$ cat config.mk
export PLATFORM = sky130hd
export DESIGN_NAME = page_pool_mmu
export DESIGN_NICKNAME = d
export VERILOG_FILES = /design/src/rtl/ppa_pkg.sv /design/src/rtl/free_pick.sv /design/src/rtl/page_map.sv /design/src/rtl/page_fifo.sv /design/src/rtl/page_pool_mmu.sv
export SDC_FILE = /design/constraint.sdc
export NUM_CORES = 1
export LEC_CHECK = 0
export ABC_AREA = 1
export BUFFER_PORTS_ARGS = -buffer_cell sky130_fd_sc_hd__clkbuf_2
export CORE_MARGIN = 5
export CORE_UTILIZATION = 30
export CTS_CLUSTER_DIAMETER = 200
export DETAILED_ROUTE_END_ITERATION = 7
export SETUP_SLACK_MARGIN = 0.2
export SYNTH_ARGS = -nofsm -noshare
export SYNTH_HDL_FRONTEND = slang
export SYNTH_SLANG_ARGS = --single-unit
$ cat constraint.sdc
create_clock -name clk -period 4.68 [get_ports clk]
set_input_delay 0.234 -clock clk [delete_from_list [all_inputs] [get_ports clk]]
set_output_delay 0.234 -clock clk [all_outputs]
set_load 0.005 [all_outputs]
$ cat src/rtl/ppa_pkg.sv
package ppa_pkg;

    typedef enum logic [2:0] {
        OP_NOP      = 3'd0,
        OP_ALLOC    = 3'd1,
        OP_RESET    = 3'd2,
        OP_RX_POP   = 3'd3,
        OP_RX_FREE  = 3'd4,
        OP_RELEASE  = 3'd5,
        OP_TX_PUSH  = 3'd6,
        OP_TX_CLEAR = 3'd7
    } mmu_op_e;

    localparam logic [7:0] NO_PAGE = 8'h80;

endpackage

$ cat src/rtl/free_pick.sv
module free_pick #(
    parameter int PAGES = 4,
    localparam int IW = $clog2(PAGES)
) (
    input  logic [PAGES-1:0] busy,
    output logic             found,
    output logic [IW-1:0]    idx
);
    always_comb begin
        found = 1'b0;
        idx   = '0;
        for (int i = PAGES - 1; i >= 0; i--) begin
            if (!busy[i]) begin
                found = 1'b1;
                idx   = IW'(i);
            end
        end
    end
endmodule

$ cat src/rtl/page_map.sv
module page_map #(
    parameter int PAGES = 4,
    localparam int CW = $clog2(PAGES + 1)
) (
    input  logic             clk,
    input  logic             rst_n,
    input  logic             clr,
    input  logic [PAGES-1:0] set_mask,
    input  logic [PAGES-1:0] free_mask,
    output logic [PAGES-1:0] map_q,
    output logic [CW-1:0]    used
);
    logic [PAGES-1:0] map_d;

    always_comb begin
        map_d = (map_q & ~free_mask) | set_mask;
        if (clr) begin
            map_d = '0;
        end
    end

    always_ff @(posedge clk or negedge rst_n) begin
        if (!rst_n) begin
            map_q <= '0;
        end else begin
            map_q <= map_d;
        end
    end

    always_comb begin
        used = '0;
        for (int i = 0; i < PAGES; i++) begin
            used = used + CW'(map_q[i]);
        end
    end

    // a page granted this cycle must have been free before the grant
    assert_set_was_free_R2: assert property (@(posedge clk) disable iff (!rst_n)
        ((set_mask & map_q) == '0));
endmodule

$ cat src/rtl/page_fifo.sv
module page_fifo #(
    parameter int DEPTH = 4,
    parameter int W     = 2,
    localparam int CW   = $clog2(DEPTH + 1)
) (
    input  logic          clk,
    input  logic          rst_n,
    input  logic          clr,
    input  logic          push,
    input  logic [W-1:0]  push_val,
    input  logic          pop,
    output logic [W-1:0]  head,
    output logic [CW-1:0] count
);
    typedef struct packed {
        logic [DEPTH-1:0][W-1:0] ent;
        logic [CW-1:0]           cnt;
    } fifo_st_t;

    fifo_st_t st_d, st_q;
    logic          do_pop, do_push;
    logic [CW-1:0] wr_at;

    always_comb begin
        st_d    = st_q;
        do_pop  = pop && (st_q.cnt != '0);
        do_push = push && (st_q.cnt < CW'(DEPTH));
        wr_at   = do_pop ? st_q.cnt - CW'(1) : st_q.cnt;
        if (do_pop) begin
            for (int i = 0; i < DEPTH - 1; i++) begin
                st_d.ent[i] = st_q.ent[i+1];
            end
            st_d.ent[DEPTH-1] = '0;
            st_d.cnt = st_q.cnt - CW'(1);
        end
        if (do_push) begin
            for (int i = 0; i < DEPTH; i++) begin
                if (CW'(i) == wr_at) begin
                    st_d.ent[i] = push_val;
                end
            end
            st_d.cnt = st_d.cnt + CW'(1);
        end
        if (clr) begin
            st_d = '0;
        end
    end

    always_ff @(posedge clk or negedge rst_n) begin
        if (!rst_n) begin
            st_q <= '0;
        end else begin
            st_q <= st_d;
        end
    end

    assign head  = st_q.ent[0];
    assign count = st_q.cnt;

    assert_no_overflow_R7: assert property (@(posedge clk) disable iff (!rst_n)
        (st_q.cnt <= CW'(DEPTH)));

    assert_full_push_ignored_R7: assert property (@(posedge clk) disable iff (!rst_n)
        (push && !pop && !clr && st_q.cnt == CW'(DEPTH)) |=> (st_q.cnt == CW'(DEPTH)));

    assert_empty_pop_ignored_R12: assert property (@(posedge clk) disable iff (!rst_n)
        (pop && !push && !clr && st_q.cnt == '0) |=> (st_q.cnt == '0));
endmodule

$ cat src/rtl/page_pool_mmu.sv
module page_pool_mmu
    import ppa_pkg::*;
#(
    parameter int PAGES = 4,
    localparam int IW = $clog2(PAGES),
    localparam int CW = $clog2(PAGES + 1)
) (
    input  logic          clk,
    input  logic          rst_n,
    input  logic          cmd_wr,
    input  logic [2:0]    cmd_code,
    input  logic [IW-1:0] page_sel,
    input  logic          tx_enable,
    input  logic          auto_release,
    input  logic          rx_req,
    output logic          rx_grant,
    output logic [IW-1:0] rx_page,
    output logic          tx_valid,
    output logic [IW-1:0] tx_page,
    input  logic          tx_ready,
    input  logic          done_ack,
    output logic [7:0]    alloc_result,
    output logic          alloc_done,
    output logic [7:0]    done_head,
    output logic [7:0]    rx_head,
    output logic [CW-1:0] page_total,
    output logic [CW-1:0] pages_used
);
    typedef struct packed {
        logic [7:0] res;
        logic       done;
    } core_st_t;

    core_st_t core_d, core_q;

    mmu_op_e          op;
    logic             op_alloc, op_reset, op_rx_pop, op_rx_free;
    logic             op_release, op_tx_push, op_tx_clear;
    logic [PAGES-1:0] map_q, set_mask, free_mask, busy_cmd, rx_mask;
    logic             free0, free1, want_alloc, alloc_ok, tx_fire;
    logic [IW-1:0]    pick0, pick1;
    logic [IW-1:0]    rx_head_pg, dn_head_pg;
    logic [CW-1:0]    tx_cnt, dn_cnt, rx_cnt;

    assign op          = mmu_op_e'(cmd_code);
    assign op_alloc    = cmd_wr && (op == OP_ALLOC);
    assign op_reset    = cmd_wr && (op == OP_RESET);
    assign op_rx_pop   = cmd_wr && (op == OP_RX_POP);
    assign op_rx_free  = cmd_wr && (op == OP_RX_FREE);
    assign op_release  = cmd_wr && (op == OP_RELEASE);
    assign op_tx_push  = cmd_wr && (op == OP_TX_PUSH);
    assign op_tx_clear = cmd_wr && (op == OP_TX_CLEAR);

    // receive path picks first, the command path picks from what is left
    free_pick #(.PAGES(PAGES)) i_pick_rx (
        .busy (map_q),
        .found(free0),
        .idx  (pick0)
    );

    assign rx_grant = rx_req && free0 && !op_reset;
    assign rx_page  = pick0;
    assign rx_mask  = rx_grant ? (PAGES'(1) << pick0) : '0;
    assign busy_cmd = map_q | rx_mask;

    free_pick #(.PAGES(PAGES)) i_pick_cmd (
        .busy (busy_cmd),
        .found(free1),
        .idx  (pick1)
    );

    assign want_alloc = !op_reset && (op_alloc || (core_q.res == NO_PAGE));
    assign alloc_ok   = want_alloc && free1;

    assign tx_valid = tx_enable && (tx_cnt != '0);
    assign tx_fire  = tx_valid && tx_ready;

    always_comb begin
        set_mask = rx_mask;
        if (alloc_ok) begin
            set_mask = set_mask | (PAGES'(1) << pick1);
        end
        free_mask = '0;
        if (op_rx_free && rx_cnt != '0) begin
            free_mask = free_mask | (PAGES'(1) << rx_head_pg);
        end
        if (op_release) begin
            free_mask = free_mask | (PAGES'(1) << page_sel);
        end
        if (tx_fire && auto_release) begin
            free_mask = free_mask | (PAGES'(1) << tx_page);
        end
    end

    always_comb begin
        core_d      = core_q;
        core_d.done = alloc_ok;
        if (op_reset) begin
            core_d.res = 8'h00;
        end else if (alloc_ok) begin
            core_d.res = 8'(pick1);
        end else if (op_alloc) begin
            core_d.res = NO_PAGE;
        end
    end

    always_ff @(posedge clk or negedge rst_n) begin
        if (!rst_n) begin
            core_q <= '0;
        end else begin
            core_q <= core_d;
        end
    end

    page_map #(.PAGES(PAGES)) i_map (
        .clk      (clk),
        .rst_n    (rst_n),
        .clr      (op_reset),
        .set_mask (set_mask),
        .free_mask(free_mask),
        .map_q    (map_q),
        .used     (pages_used)
    );

    page_fifo #(.DEPTH(PAGES), .W(IW)) i_txq (
        .clk     (clk),
        .rst_n   (rst_n),
        .clr     (op_reset || op_tx_clear),
        .push    (op_tx_push),
        .push_val(page_sel),
        .pop     (tx_fire),
        .head    (tx_page),
        .count   (tx_cnt)
    );

    page_fifo #(.DEPTH(PAGES), .W(IW)) i_doneq (
        .clk     (clk),
        .rst_n   (rst_n),
        .clr     (op_reset || op_tx_clear),
        .push    (tx_fire && !auto_release),
        .push_val(tx_page),
        .pop     (done_ack),
        .head    (dn_head_pg),
        .count   (dn_cnt)
    );

    page_fifo #(.DEPTH(PAGES), .W(IW)) i_rxq (
        .clk     (clk),
        .rst_n   (rst_n),
        .clr     (op_reset),
        .push    (rx_grant),
        .push_val(pick0),
        .pop     (op_rx_pop || op_rx_free),
        .head    (rx_head_pg),
        .count   (rx_cnt)
    );

    assign alloc_result = core_q.res;
    assign alloc_done   = core_q.done;
    assign done_head    = (dn_cnt == '0) ? NO_PAGE : 8'(dn_head_pg);
    assign rx_head      = (rx_cnt == '0) ? NO_PAGE : 8'(rx_head_pg);
    assign page_total   = CW'(PAGES);

    assert_full_fails_R3: assert property (@(posedge clk) disable iff (!rst_n)
        (op_alloc && pages_used == CW'(PAGES)) |=> (alloc_result == NO_PAGE && !alloc_done));

    assert_reset_clears_R5: assert property (@(posedge clk) disable iff (!rst_n)
        op_reset |=> (pages_used == '0 && alloc_result == 8'h00
                      && rx_head == NO_PAGE && done_head == NO_PAGE));

    assert_done_has_page_R2: assert property (@(posedge clk) disable iff (!rst_n)
        alloc_done |-> (pages_used != '0 && alloc_result != NO_PAGE));

    assert_tx_gated_R10: assert property (@(posedge clk) disable iff (!rst_n)
        tx_valid |-> tx_enable);

    assert_used_bound_R9: assert property (@(posedge clk) disable iff (!rst_n)
        (pages_used <= CW'(PAGES)));

    assert_grant_needs_room_R11: assert property (@(posedge clk) disable iff (!rst_n)
        rx_grant |-> (pages_used < CW'(PAGES)));
endmodule

== After elaboration in Yosys (flattened, before gate mapping) ==
Cells that the tools add are included.
W data, S select, Z words.

* Multiplexer cells: 51
* Add/subtract/negate cells: 9
* Order comparisons: 3
* Equality and inequality tests: 17
* Shifts and indexed selects: 5
* Reductions and logical operators: 36
* Bitwise gates (word level): 7

{| class="wikitable"
|+ Operators by type and width
! kind !! number
|-
| $mux W11 || 9
|-
| $mux W2 || 20
|-
| $mux W8 || 5
|-
| $mux W4 || 6
|-
| $logic_and A1 B1 Y1 || 22
|-
| $or A4 B4 Y4 || 5
|-
| $shl A1 B2 Y4 const A || 5
|-
| $eq A2 B3 Y1 const A || 6
|-
| $logic_not A3 Y1 || 5
|-
| $eq A3 B3 Y1 const B || 4
|-
| $reduce_bool A3 Y1 || 4
|-
| $add A3 B1 Y3 const B || 3
|-
| $eq A1 B3 Y1 const A || 3
|-
| $lt A3 B3 Y1 const B || 3
|-
| $mux W3 || 3
|-
| $sub A3 B1 Y3 const B || 3
|-
| $eq A8 B8 Y1 const B || 1
|-
| $mux W1 || 8
|-
| $add A3 B1 Y3 || 2
|-
| $eq A3 B2 Y1 const B || 2
|-
| $and A4 B4 Y4 || 1
|-
| $not A4 Y4 || 1
|-
| $eq A3 B1 Y1 const B || 1
|-
| $logic_or A1 B1 Y1 || 3
|-
| other kinds (2) || 3
|}

* Register bits: 46
* Output and inout port bits: 37
* Input bits: 13
* Word-level logic and storage cells: 146

== Logic depth before layout (Yosys ltp) ==
* Depth in word-level cells: 17
* Gate-level depth with buffers: 15
* Depth with buffers taken out: 14

== Cells and area by module ==
Synthesis repeated with hierarchy kept, for this count alone.

* Cells, all modules: 539
* Area, all modules: 3485.8 sq um

{| class="wikitable"
|+ By module, submodules not included
! module !! sequential area each (sq um) !! cells each !! area each (sq um) !! times used
|-
| page_fifo || 275.3 || 119 || 808.3 || 3
|-
| page_pool_mmu || 100.1 || 136 || 759.5 || 1
|-
| page_map || 100.1 || 28 || 229.0 || 1
|-
| free_pick || 0.0 || 9 || 36.3 || 2
|}

== Least setup slack after synthesis ==
OpenSTA, ideal clock, no wires.

* Path type: register to register
* Start: register i_rxq.st_q, in the netlist i_rxq.count[0]
* End: register i_rxq.st_q, in the netlist i_rxq.count[2]
* Cell stages (with the launch flop): 14
* Library setup time: 0.063 ns
* Path buffers: 1
* Arrival: 2.124 ns
* Data required time: 4.617 ns
* Path slack: 2.494 ns
* Clock period less this slack: 2.186 ns
* Cell sequence: dfrtp_1 -> inv_1 -> ha_1 -> nand2_1 -> inv_2 -> o31ai_4 -> buf_6 -> xor2_4 -> inv_1 -> ha_1 -> ha_1 -> a21oi_1 -> nand2_1 -> inv_1

{| class="wikitable"
|+ RTL lines
! element !! RTL line !! source
|-
| start, declared || page_fifo.sv:20 || <nowiki>fifo_st_t st_d, st_q;</nowiki>
|-
| start signal, assigned || page_fifo.sv:53 || <nowiki>st_q <= st_d;</nowiki>
|}

==> metrics.txt <==
Worst-path clk slew 80 ps; RD Place Congestion approximately 0.79; Tmin final 2810 ps; CTS resizes 0; top fanout value on the critical path 11; vias in the first global route roughly 2500; die area 12100 um^2; row cnt 36; Max-Cap Viols 0; 1st-iter DRT viols between 100 and 150; Max-slew headroom 53.9%; H-tree depth 2; Req. time, crit path 4890 ps; Clock Sinks 41; hold_buf cts 0; Die Y 110 um; combinational power share 52.2%; Synth cell types 39; routed length per placed instance about 12 um; part of the power in registers a little under a third; Switching Fraction 45.2%; Setup Skew 9.38 ps; CP Cell Sequence inv_1, ha_1, nand2_1, inv_2, nor2_1, inv_1, o21ai_1, ha_1, ha_1, inv_1, nor2_1, a21oi_1, a211oi_1; leakage power approximately 1.7 nW; switching pwr approximately 0.84 mW; gr usage total 12.0%; Top Family by Delay on Critical Path simple AND/OR/NAND/NOR gates; type of destination of the critical path register; clock root buffer clkbuf_8; number of cells on the critical path 13; Synth Flop Type dfrtp_1; Async S/R FF share, synth between 90% and 100%; Post-CTS Setup Inserts 0; failing checks negative hold slack; CP Buf/Inv Count 4; PD cells approximately 560 nW/um^2; commonest non-fill, non-tap cells in the layout nand2_1 (70), inv_1 (59), dfrtp_1 (41), a21oi_1 (38), clkbuf_2 (31); final setup violation count 0; initial antenna violation count 0; Crit-path slowest cell nor2_1; Routed Antenna Nets 0; core area roughly 9800 um^2; Synth Warn # 0; P_int 1.02 mW; clock buffer depth 2; Worst Hold Class input pin to asynchronous set/reset pin; Final HPWL DP about 5300 um; # nets final between 400 and 500; Util after Layout roughly a third; Setup crit start kind register; average size of a mapped cell 7.62 um^2; hold_ws -2.44 ps; via count 2472; WL final 6800 um; Post-synth EDFFs 0; peak supply drop 0.000192 V; drt first pass iters 4; CP peak stage delay about 520 ps; sequential cell area fraction in the yosys report between 30% and 40%; # IOs 50; flops & latches, synth between 40 and 50; DR vias/cell approximately 4.4; Area Overhead vs Synth 10.6%; period utilisation layout 60.1%; first-pass GRT wire length 11500 um; Register-to-Register Path Depth 13; Initial Utilization 30.8%; status finished with violations; RSZ-0062 raised after global routing no; residual DRC count 0; post-synth design cell area 3010 um^2; critical path type register to register; commonest non-fill, non-tap cell in the layout nand2_1; synthesized instance count ~400; FMAX 0.356 GHz; cts bufs inserted 5; setup TNS 0 ps; layout cells sized above 1 between 15 and 20%; clk_lat worst skew 310 ps; GRT overflow 0; Slew @ Worst Pin 689 ps; # port buffers 31; CTS tree built; Die X 110 um; antenna diode count 0; Pins Over Slew Limit 0; clock power share 16.7%; Final Hold Violating Endpoints 4; CP Data Arrival Time 3020 ps; pin count of the biggest net entering global routing 42
## metal layers
layer / vias up / share of wire, % / global-route usage [%]
met5: - / 0 / 0
met4: 0 / 1.4 / 3.69
met3: 6 / 4.4 / 2.62
met2: 45 / 48 / 20.6
met1: 1141 / 46 / 15.1
li1: 1280 / - / -
## flip-flops by register name, indices dropped and copies added (netlist names)
name,count
i_map.map_q,4
i_rxq.head,2
alloc_result,3
i_doneq.count,3
alloc_done,1
i_txq.count,3
i_txq.st_q,6
i_rxq.count,3
i_rxq.st_q,6
i_doneq.st_q,6
i_doneq.head,2
i_txq.head,2
## cells in the mapped netlist, types with 6 or more instances
cell / n / area share, %
nor2_1: 27 / 3.4
inv_1: 59 / 7.4
dfrtp_1: 41 / 34
o21ai_0: 23 / 3.8
nor2_2: 7 / 1.5
buf_4: 21 / 5.2
a21oi_1: 38 / 6.3
ha_1: 23 / 9.6
nand2_1: 70 / 8.7
o21ai_1: 14 / 2.3
nand3_1: 19 / 3.2
inv_2: 6 / 0.75
## path summary, 6_finish.rpt
kind | from | endpoint | slack (ps)
setup / recovery | i_doneq.count[0]$_DFF_PN0_ | i_doneq.st_q[10]$_DFF_PN0_ | 1870
hold / removal | rst_n | i_doneq.st_q[6]$_DFF_PN0_ | -2
setup reg to reg | i_doneq.count[0]$_DFF_PN0_ | i_doneq.st_q[10]$_DFF_PN0_ | 1870
hold reg to reg | alloc_result[0]$_DFFE_PN0P_ | alloc_result[0]$_DFFE_PN0P_ | 520
max in group asynchronous | rst_n | i_rxq.count[0]$_DFF_PN0_ | 4300
min in group clk | page_sel[0] | i_txq.st_q[9]$_DFF_PN0_ | 230
## cell type report
type | instances | area (um^2)
Fill cell | 1039 | 6440
Multi-Input combinational cell | 277 | 1600
Timing Repair Buffer | 32 | 163
Sequential cell | 41 | 1030
Clock inverter | 2 | 37.5
Tap cell | 133 | 166
Clock buffer | 6 | 82.6
Inverter | 68 | 256
## cell families after synthesis
family	Yosys count	share of synthesized area, %
AO/OA/AOI/OAI	88	16.6
XOR/XNOR	6	2.37
adder cells (fa/ha/maj)	24	10.2
buffers and inverters	93	14.8
flip-flops	41	34.1
multiplexers	2	0.665
other	2	0.249
AND/OR/NAND/NOR	139	20.9
## stage by stage
| step | power, mW | cells | cell area, um^2 | worst slack, ps |
|---|---|---|---|---|
| final | 1.86 | 559 | 3330 | 1870 |
| after global routing | 2.05 | 559 | 3330 | 1420 |
| after CTS | 1.89 | 559 | 3330 | 1870 |
| after detailed placement | 1.57 | 551 | 3210 | 1900 |
| after global placement | 1.55 | 551 | 3210 | 2030 |
| after floorplan | 1.29 | 411 | 3070 | 2490 |
## worst register-to-register path, stage by stage (launching register included)
cell,delay [ps]
dfrtp_1,370
inv_1,70
ha_1,190
nand2_1,70
inv_2,50
nor2_1,520
inv_1,310
o21ai_1,290
ha_1,200
ha_1,140
inv_1,50
nor2_1,230
a21oi_1,70
a211oi_1,170
## power groups by stage
stage | Clock, mW | Sequential [mW] | Combinational [mW]
2_1_floorplan | 0 | 0.560 | 0.727
3_3_place_gp | 0 | 0.585 | 0.961
3_5_place_dp | 0 | 0.586 | 0.979
4_1_cts | 0.322 | 0.579 | 0.986
5_1_grt | 0.330 | 0.596 | 1.13
6_report | 0.310 | 0.578 | 0.970
No activity file was read; power rests on OpenSTA's default activity.
